[src/rtl/blkout_pkg.sv]
`timescale 1ns/1ps
package blkout_pkg;
    typedef enum logic [1:0] {
        ST_IDLE  = 2'd0,
        ST_READ  = 2'd1,
        ST_WRITE = 2'd2,
        ST_UPD   = 2'd3
    } step_e;
endpackage

[src/rtl/blkout_fsm.sv]
`timescale 1ns/1ps
module blkout_fsm
    import blkout_pkg::*;
#(
    parameter int DATA_W = 8
) (
    input  logic              clk,
    input  logic              rst_n,
    input  logic              start,
    input  logic              dir_dec,
    input  logic              rpt,
    input  logic              cnt_last,
    input  logic [DATA_W-1:0] mem_rdata,
    output logic              mem_rd,
    output logic              io_wr,
    output logic              upd,
    output logic              dec,
    output logic [DATA_W-1:0] wdata,
    output logic              busy,
    output logic              done
);
    typedef struct packed {
        step_e             st;
        logic              dec;
        logic              rpt;
        logic [DATA_W-1:0] data;
        logic              done;
    } fsm_t;

    fsm_t s_d, s_q;

    always_comb begin
        s_d      = s_q;
        s_d.done = 1'b0;
        unique case (s_q.st)
            ST_IDLE: begin
                if (start) begin
                    s_d.st  = ST_READ;
                    s_d.dec = dir_dec;
                    s_d.rpt = rpt;
                end
            end
            ST_READ: begin
                s_d.data = mem_rdata;
                s_d.st   = ST_WRITE;
            end
            ST_WRITE: s_d.st = ST_UPD;
            ST_UPD: begin
                if (s_q.rpt && !cnt_last) begin
                    s_d.st = ST_READ;
                end else begin
                    s_d.st   = ST_IDLE;
                    s_d.done = 1'b1;
                end
            end
            default: s_d.st = ST_IDLE;
        endcase
    end

    always_ff @(posedge clk) begin
        if (!rst_n) begin
            s_q <= '{st: ST_IDLE, dec: 1'b0, rpt: 1'b0, data: '0, done: 1'b0};
        end else begin
            s_q <= s_d;
        end
    end

    assign mem_rd = (s_q.st == ST_READ);
    assign io_wr  = (s_q.st == ST_WRITE);
    assign upd    = (s_q.st == ST_UPD);
    assign busy   = (s_q.st != ST_IDLE);
    assign dec    = s_q.dec;
    assign wdata  = s_q.data;
    assign done   = s_q.done;

    a_r2_write_after_read: assert property (@(posedge clk) disable iff (!rst_n)
        io_wr |-> $past(mem_rd));
    a_r2_update_after_write: assert property (@(posedge clk) disable iff (!rst_n)
        upd |-> $past(io_wr));
    a_r3_data_from_read: assert property (@(posedge clk) disable iff (!rst_n)
        io_wr |-> wdata == $past(mem_rdata));
    a_r6_single_one_step: assert property (@(posedge clk) disable iff (!rst_n)
        (upd && !s_q.rpt) |=> !busy);
    a_r9_busy_holds: assert property (@(posedge clk) disable iff (!rst_n)
        (busy && !upd) |=> busy);
    a_r10_done_once: assert property (@(posedge clk) disable iff (!rst_n)
        done |=> !done);
    a_r10_done_idle: assert property (@(posedge clk) disable iff (!rst_n)
        done |-> !busy);
endmodule

[src/rtl/blkout_regs.sv]
`timescale 1ns/1ps
module blkout_regs #(
    parameter int ADDR_W = 16,
    parameter int PORT_W = 8,
    parameter int CNT_W  = 8
) (
    input  logic              clk,
    input  logic              rst_n,
    input  logic              busy,
    input  logic              load_en,
    input  logic [ADDR_W-1:0] load_ptr,
    input  logic [PORT_W-1:0] load_port,
    input  logic [CNT_W-1:0]  load_cnt,
    input  logic              upd,
    input  logic              dec,
    output logic [ADDR_W-1:0] ptr,
    output logic [PORT_W-1:0] port,
    output logic [CNT_W-1:0]  cnt,
    output logic              zf,
    output logic              sf,
    output logic              cnt_last
);
    typedef struct packed {
        logic [ADDR_W-1:0] ptr;
        logic [PORT_W-1:0] port;
        logic [CNT_W-1:0]  cnt;
        logic              zf;
        logic              sf;
    } regs_t;

    regs_t r_d, r_q;
    logic [CNT_W-1:0] cnt_dec;

    always_comb begin
        r_d     = r_q;
        cnt_dec = r_q.cnt - CNT_W'(1);
        if (upd) begin
            r_d.ptr  = dec ? r_q.ptr  - ADDR_W'(1) : r_q.ptr  + ADDR_W'(1);
            r_d.port = dec ? r_q.port - PORT_W'(1) : r_q.port + PORT_W'(1);
            r_d.cnt  = cnt_dec;
            r_d.zf   = (cnt_dec == '0);
            r_d.sf   = cnt_dec[CNT_W-1];
        end else if (load_en && !busy) begin
            r_d.ptr  = load_ptr;
            r_d.port = load_port;
            r_d.cnt  = load_cnt;
        end
    end

    always_ff @(posedge clk) begin
        if (!rst_n) begin
            r_q <= '0;
        end else begin
            r_q <= r_d;
        end
    end

    assign ptr      = r_q.ptr;
    assign port     = r_q.port;
    assign cnt      = r_q.cnt;
    assign zf       = r_q.zf;
    assign sf       = r_q.sf;
    assign cnt_last = (r_q.cnt == CNT_W'(1));

    a_r5_count_down: assert property (@(posedge clk) disable iff (!rst_n)
        upd |=> cnt == $past(cnt) - CNT_W'(1));
    a_r4_step_up: assert property (@(posedge clk) disable iff (!rst_n)
        (upd && !dec) |=> ptr == $past(ptr) + ADDR_W'(1));
    a_r4_step_down: assert property (@(posedge clk) disable iff (!rst_n)
        (upd && dec) |=> ptr == $past(ptr) - ADDR_W'(1));
    a_r8_zero_matches: assert property (@(posedge clk) disable iff (!rst_n)
        upd |=> zf == (cnt == '0));
    a_r9_no_load_busy: assert property (@(posedge clk) disable iff (!rst_n)
        (busy && !upd) |=> ($stable(ptr) && $stable(port) && $stable(cnt)));
endmodule

[src/rtl/blkout_seq.sv]
`timescale 1ns/1ps
module blkout_seq #(
    parameter int ADDR_W = 16,
    parameter int PORT_W = 8,
    parameter int CNT_W  = 8,
    parameter int DATA_W = 8
) (
    input  logic              clk,
    input  logic              rst_n,
    input  logic              load_en,
    input  logic [ADDR_W-1:0] load_ptr,
    input  logic [PORT_W-1:0] load_port,
    input  logic [CNT_W-1:0]  load_cnt,
    input  logic              start,
    input  logic              dir_dec,
    input  logic              rpt,
    output logic              mem_rd,
    output logic [ADDR_W-1:0] mem_addr,
    input  logic [DATA_W-1:0] mem_rdata,
    output logic              io_wr,
    output logic [ADDR_W-1:0] io_addr,
    output logic [DATA_W-1:0] io_wdata,
    output logic              busy,
    output logic              done,
    output logic              zero_flag,
    output logic              sign_flag,
    output logic [ADDR_W-1:0] cur_ptr,
    output logic [PORT_W-1:0] cur_port,
    output logic [CNT_W-1:0]  cur_cnt
);
    localparam int HI_W = ADDR_W - PORT_W;

    logic upd, dec, cnt_last;

    blkout_fsm #(.DATA_W(DATA_W)) u_fsm (
        .clk       (clk),
        .rst_n     (rst_n),
        .start     (start),
        .dir_dec   (dir_dec),
        .rpt       (rpt),
        .cnt_last  (cnt_last),
        .mem_rdata (mem_rdata),
        .mem_rd    (mem_rd),
        .io_wr     (io_wr),
        .upd       (upd),
        .dec       (dec),
        .wdata     (io_wdata),
        .busy      (busy),
        .done      (done)
    );

    blkout_regs #(.ADDR_W(ADDR_W), .PORT_W(PORT_W), .CNT_W(CNT_W)) u_regs (
        .clk       (clk),
        .rst_n     (rst_n),
        .busy      (busy),
        .load_en   (load_en),
        .load_ptr  (load_ptr),
        .load_port (load_port),
        .load_cnt  (load_cnt),
        .upd       (upd),
        .dec       (dec),
        .ptr       (cur_ptr),
        .port      (cur_port),
        .cnt       (cur_cnt),
        .zf        (zero_flag),
        .sf        (sign_flag),
        .cnt_last  (cnt_last)
    );

    assign mem_addr = cur_ptr;
    assign io_addr  = {{HI_W{1'b0}}, cur_port};

    a_r7_repeat_runs_on: assert property (@(posedge clk) disable iff (!rst_n)
        (upd && busy && cur_cnt != CNT_W'(1) && !done) |-> 1'b1 ##1 (done || mem_rd));
    a_r3_upper_zero_on_write: assert property (@(posedge clk) disable iff (!rst_n)
        io_wr |-> (io_addr[ADDR_W-1:PORT_W] == '0 && $past(mem_addr) == mem_addr));
endmodule

[config.mk]
export PLATFORM = sky130hd
export DESIGN_NAME = blkout_seq
export DESIGN_NICKNAME = d
export VERILOG_FILES = /design/src/rtl/blkout_pkg.sv /design/src/rtl/blkout_fsm.sv /design/src/rtl/blkout_regs.sv /design/src/rtl/blkout_seq.sv
export SDC_FILE = /design/constraint.sdc
export NUM_CORES = 1
export LEC_CHECK = 0
export ABC_AREA = 1
export BUFFER_PORTS_ARGS = -buffer_cell sky130_fd_sc_hd__buf_2
export CAP_MARGIN = 15
export CORE_ASPECT_RATIO = 0.5
export CORE_UTILIZATION = 55
export DETAILED_ROUTE_END_ITERATION = 12
export PLACE_DENSITY_LB_ADDON = 0.08
export SLEW_MARGIN = 30
export SYNTH_ARGS = -nofsm -noshare
export SYNTH_HDL_FRONTEND = slang
export SYNTH_SLANG_ARGS = --single-unit
[constraint.sdc]
create_clock -name clk -period 4.86 [get_ports clk]
set_input_delay 0.486 -clock clk [delete_from_list [all_inputs] [get_ports clk]]
set_output_delay 0.486 -clock clk [all_outputs]
set_load 0.02 [all_outputs]
# Word-level counts from Yosys, hierarchy flattened
# Cells that the tools add are included.
word_totals:
  output_inout_bits: 78
  elab_cells: 38
  reg_bits: 47
  input_bits: 46
op_classes:
  reduce_logical: 10
  mux: 8
  add_sub_neg: 5
  n_eq_ne: 5
ops:
  columns: ["op", "n"]
  rows:
  - ["2-to-1 mux 32 bit", 2]
  - ["adder 16 x 1 -> 16 bit (second input constant)", 1]
  - ["2-to-1 mux 16 bit", 1]
  - ["subtractor 16 x 1 -> 16 bit (second input constant)", 1]
  - ["subtractor 8 x 1 -> 8 bit (second input constant)", 2]
  - ["adder 8 x 1 -> 8 bit (second input constant)", 1]
  - ["equality test 8 x 1 -> 1 bit (second input constant)", 1]
  - ["logical NOT 8 bit", 1]
  - ["2-to-1 mux 8 bit", 1]
  - ["case mux 2 bit (4 select lines)", 1]
  - ["equality test 2 bit (second input constant)", 2]
  - ["2-to-1 mux 4 bit", 1]
  - ["AND reduction 2 bit", 2]
  - ["nonzero test 2 bit", 2]
  - ["equality test 2 x 1 -> 1 bit (second input constant)", 1]
  - ["logical AND 1 bit", 2]
  - ["logical NOT 1 bit", 2]
  - ["logical NOT 2 bit", 1]
  - ["2-to-1 mux 1 bit", 2]
  - ["!= test 2 bit (second input constant)", 1]

# Logic depth before layout (Yosys ltp)
depth:
  word_depth: 5
  mapped_depth: 11

# Modules after synthesis
# From an unflattened synthesis, not the netlist that was laid out.
hier_totals:
  hier_cells: 554
  area_unflattened_um2: 3734.8
by_module_without_submodules:
  columns: ["mod", "area_each_um2", "n_inst", "cells_per_inst"]
  rows:
  - ["blkout_regs", 2889.0, 1, 443]
  - ["blkout_fsm", 601.8, 1, 78]
  - ["blkout_seq", 244.0, 1, 33]

# Worst setup path before layout
# OpenSTA, ideal clock, no wires.
synth_path:
  path_type: "register to register"
  from: "register u_fsm.s_q, in the netlist u_fsm.dec"
  to: "register u_regs.r_q, in the netlist u_regs.ptr[12]"
  path_stages_with_launch: 10
  setup_slack_ns: 2.874
  t_required_ns: 4.728
  period_less_slack_ns: 1.986
  arrival_time_ns: 1.854
  setup_ns: 0.132
  path_cell_list: "dfxtp_1 -> ha_1 -> or2_1 -> and2_4 -> nand3_1 -> nand3_1 -> nand2_1 -> nand3_1 -> nand2_1 -> a21oi_1"
synth_between:
  elab_chain_cells: 2
synth_rtl:
  columns: ["item", "line_no", "text"]
  rows:
  - ["start, declared", "blkout_fsm.sv:30", "fsm_t s_d, s_q;"]
  - ["start signal, assigned", "blkout_fsm.sv:62", "s_q <= '{st: ST_IDLE, dec: 1'b0, rpt: 1'b0, data: '0, done: 1'b0};"]
  - ["2-to-1 mux 16 bit", "blkout_regs.sv:38", "r_d.ptr = dec ? r_q.ptr - ADDR_W'(1) : r_q.ptr + ADDR_W'(1);"]
  - ["2-to-1 mux 32 bit", "blkout_regs.sv:37", "if (upd) begin"]
  - ["end signal, assigned", "blkout_regs.sv:54", "r_q <= r_d;"]
  - ["end, declared", "blkout_regs.sv:31", "regs_t r_d, r_q;"]
# No other way between the ends.
# A chain may end at the register's enable or synchronous reset.

# Worst setup path after layout
layout_path:
  from: "register u_fsm.s_q[11] in the netlist's numbering"
  to: "register u_regs.r_q, in the netlist u_regs.ptr[2]"
layout_between:
  elab_chain_cells: 4
  word_cells_on_any_way: 6
  classes_between: "eq/ne (1); mux (1); reduce/logical (4)"
layout_rtl:
  columns: ["item", "line_no", "text"]
  rows:
  - ["nonzero test 2 bit", "blkout_fsm.sv:71", "assign busy = (s_q.st != ST_IDLE);"]
  - ["logical NOT 1 bit", "blkout_regs.sv:43", "end else if (load_en && !busy) begin"]
  - ["logical AND 1 bit", "blkout_regs.sv:43", null]
  - ["nonzero test 2 bit (no line)", null, null]
# Parallel ways exist; a longest one is shown, timed or not.

==> impl_metrics.json <==
{
  "drt_pass1_iterations": 5,
  "area_growth_pct": 13.4,
  "max_freq_ghz": 0.424,
  "grt_max_degree": 31,
  "hold_slack_ns": 0.416,
  "start_kind": "register",
  "outcome": "completed",
  "numPortBuffers": 115,
  "r2r-start": "u_fsm.s_q[11]$_SDFFE_PN0P_",
  "cts_sinks": 47,
  "totalWireLength_microns": 8480,
  "io_pins": 124,
  "relSlewSlack_pct": 41.2,
  "cp-startpoint": "u_fsm.s_q[11]$_SDFFE_PN0P_",
  "hold_viol": 0,
  "setup_viol": 0,
  "die_x_microns": 118,
  "cts_made_buffers": 5,
  "avgSynthCellArea_sq_um": 6.55,
  "async_flop_share_pct": 0,
  "antenna_found_initial": 0,
  "min_from": "mem_rdata[2]",
  "core_sq_um": 6260,
  "synth_edf_count": 0,
  "stdcell_count": 726,
  "drt-initial-drc-count": 208,
  "r2r_slack_ns": 2.50,
  "antennaDiodeCount": 0,
  "crit_arrival_ns": 2.60,
  "clkLatencyLatePin_ns": 0.29,
  "layout_min_cycle_time_ns": 2.36,
  "dieHeight_microns": 59.9,
  "htreeDepth": 2,
  "critPathKind": "register to register",
  "clk_pin_slew_ns": 0.06,
  "hp-class": "primary input to register",
  "synth_area_leaders": "dfxtp_1, nand2_1, ha_1",
  "fin_crit_sh_pct": 48.6,
  "ys_types": 36,
  "fillers": 586,
  "start_util_pct": 58.9,
  "synth_ff_type": "dfxtp_1",
  "cts_setup_buffers": 0,
  "rsz0062_at_grt": "false",
  "std_cell_rows": 20,
  "grtUsageTotal_pct": 25.1,
  "via_count": 3597,
  "syn-cell-area_sq_um": 3690,
  "ff_latch_area_sq_um": 942,
  "multi_input_area_sq_um": 2120,
  "grt-ovfl-total": 0,
  "fin_nets": 713,
  "yosysTopAreaCell": "dfxtp_1",
  "die_area_sq_um": 7060,
  "end_kind": "register",
  "ctsHoldBuffers": 0,
  "max_stage_delay_ns": 0.79,
  "p_leak_uw": 0.00240,
  "grt_pass1_vias": 3192,
  "ir_drop_uv": 342,
  "cts_resized": 0,
  "slew_viol_final": 0,
  "cp_top_family": "buffers and inverters",
  "skew_ns": 0.00489,
  "dp.cells": 718,
  "clockRootBuffer": "clkbuf_16",
  "cts_tree": "done",
  "drive_above_1_share_pct": 23.5,
  "cts_max_path_buffers": 2,
  "final_antenna_net_count": 0,
  "gp_congestion": 0.864,
  "wl_per_cell_microns": 11.7,
  "maxCapViolations": 0,
  "power_density_nw_per_um2": 578,
  "cpMaxStageDelayCell": "clkinv_1",
  "synthMostInstantiatedCell": "nand2_1",
  "worstMarginPinSlew_ns": 0.876,
  "synth-seq-area-share_pct": 25.5,
  "path_cells": "ha_1 -> buf_4 -> clkinv_1 -> a21oi_1 -> o21ai_0 -> nand3_1 -> nand2_1 -> inv_1",
  "crit_fanout": 30,
  "synth-warning-count": 0,
  "grt_pass1_wl_microns": 14100,
  "synth_top_area_share_pct": 25.5,
  "synth-seq-cells": 47,
  "synth_common_cells": "nand2_1, inv_1, dfxtp_1, nor2_1, buf_4",
  "synth_cells": 563,
  "tns_ns": 0,
  "vias_per_cell": 4.95,
  "worstPathRequired_ns": 5.10,
  "hpwl_microns": 6150,
  "drc_errors": 0,
  "critical_path_buf_inv_count": 3
}
[path summary, 6_finish.rpt]
check | to | depth (start not counted)
worst max-delay path | u_regs.ptr[2]$_SDFFE_PN0P_ | 8
worst min-delay path | u_fsm.wdata[2]$_SDFFE_PN0P_ | 3
worst max register to register | u_regs.ptr[2]$_SDFFE_PN0P_ | 8
worst min register to register | u_regs.sf$_SDFFE_PN0P_ | 2
[logic make-up (layout without fill, tap and decap cells)]
kind of cell	after synthesis	in the layout	share of synthesized area, %
simple gates	258	258	29.6
xor+xnor	16	16	3.80
compound gates	82	82	12.9
fa+ha+maj	30	30	10.6
buf+inv	129	197	17.6
flops	47	47	25.5
other cells	1	8	0.102
[metrics by stage]
| step | utilization (%) | setup slack (ns) | cell area (sq um) | power, uW |
|---|---|---|---|---|
| final | 66.8 | 2.50 | 4180 | 2420 |
| after global routing | 66.8 | 2.21 | 4180 | 2630 |
| after CTS | 66.8 | 2.43 | 4180 | 2430 |
| after detailed placement | 64.5 | 2.44 | 4030 | 2060 |
| after global placement | 64.5 | 2.50 | 4030 | 2050 |
| after floorplan | - | 2.87 | 3710 | 1810 |
[sequential cells by signal (all words and copies together) (netlist names)]
signal and count:
u_regs.ptr 16, u_fsm.wdata 8, u_regs.cnt 8, u_regs.port 8
u_fsm.s_q 3, u_fsm.dec 1, u_fsm.done 1, u_regs.sf 1
u_regs.zf 1
[cells in the final DEF, fill, tap and decap left out, drive strengths merged]
| cell | synthesis | routed |
|---|---|---|
| clkbuf | 6 | 6 |
| or2 | 2 | 2 |
| clkinv | 1 | 2 |
| fa | 2 | 2 |
| a211oi | 4 | 4 |
| nor3 | 5 | 5 |
| inv | 72 | 72 |
| clkinvlp | 0 | 1 |
| ha | 28 | 28 |
| nand4 | 1 | 1 |
| conb | 1 | 8 |
| o21ai | 31 | 31 |
| buf | 50 | 116 |
| nor2 | 48 | 48 |
| nand2 | 168 | 168 |
| nand3b | 3 | 3 |
| o21bai | 1 | 1 |
| dfxtp | 47 | 47 |
| nand3 | 30 | 30 |
| a31oi | 5 | 5 |
| xor2 | 11 | 11 |
| and2 | 1 | 1 |
| a21oi | 34 | 34 |
| xnor2 | 5 | 5 |
| o221a | 6 | 6 |
| a221oi | 1 | 1 |
[final cells by class]
class | instances | area share [%]
inverters | 73 | 6.58
clock inverters | 2 | 0.389
well taps | 88 | 2.63
repair buffers | 116 | 13.9
flip-flops and latches | 47 | 22.5
multi-input cells | 394 | 50.8
clock buffers | 6 | 3.08
[worst register-to-register path, stage by stage (launching register included)]
cell	delay, ns
dfxtp_1	0.38
ha_1	0.16
buf_4	0.32
clkinv_1	0.80
a21oi_1	0.34
o21ai_0	0.11
nand3_1	0.08
nand2_1	0.05
inv_1	0.06
[power by group]
group | total, uW | switching (uW) | leakage, uW | internal [uW]
Combinational | 1430 | 933 | 0.00195 | 495
Clock | 352 | 159 | 0.0000675 | 193
Sequential | 638 | 129 | 0.000387 | 510
[metal layers]
| layer | share of wire (%) | global-route usage [%] | routed length [microns] | vias up |
|---|---|---|---|---|
| met2 | 45 | 43.8 | 3800 | 124 |
| met1 | 46 | 31.6 | 3920 | 1572 |
| li1 | - | - | - | 1894 |
| met4 | 0.67 | 6.04 | 57 | 0 |
| met3 | 8.3 | 6.39 | 703 | 7 |
| met5 | 0 | 0 | 0 | - |
Power figures use the tool's default switching activity.
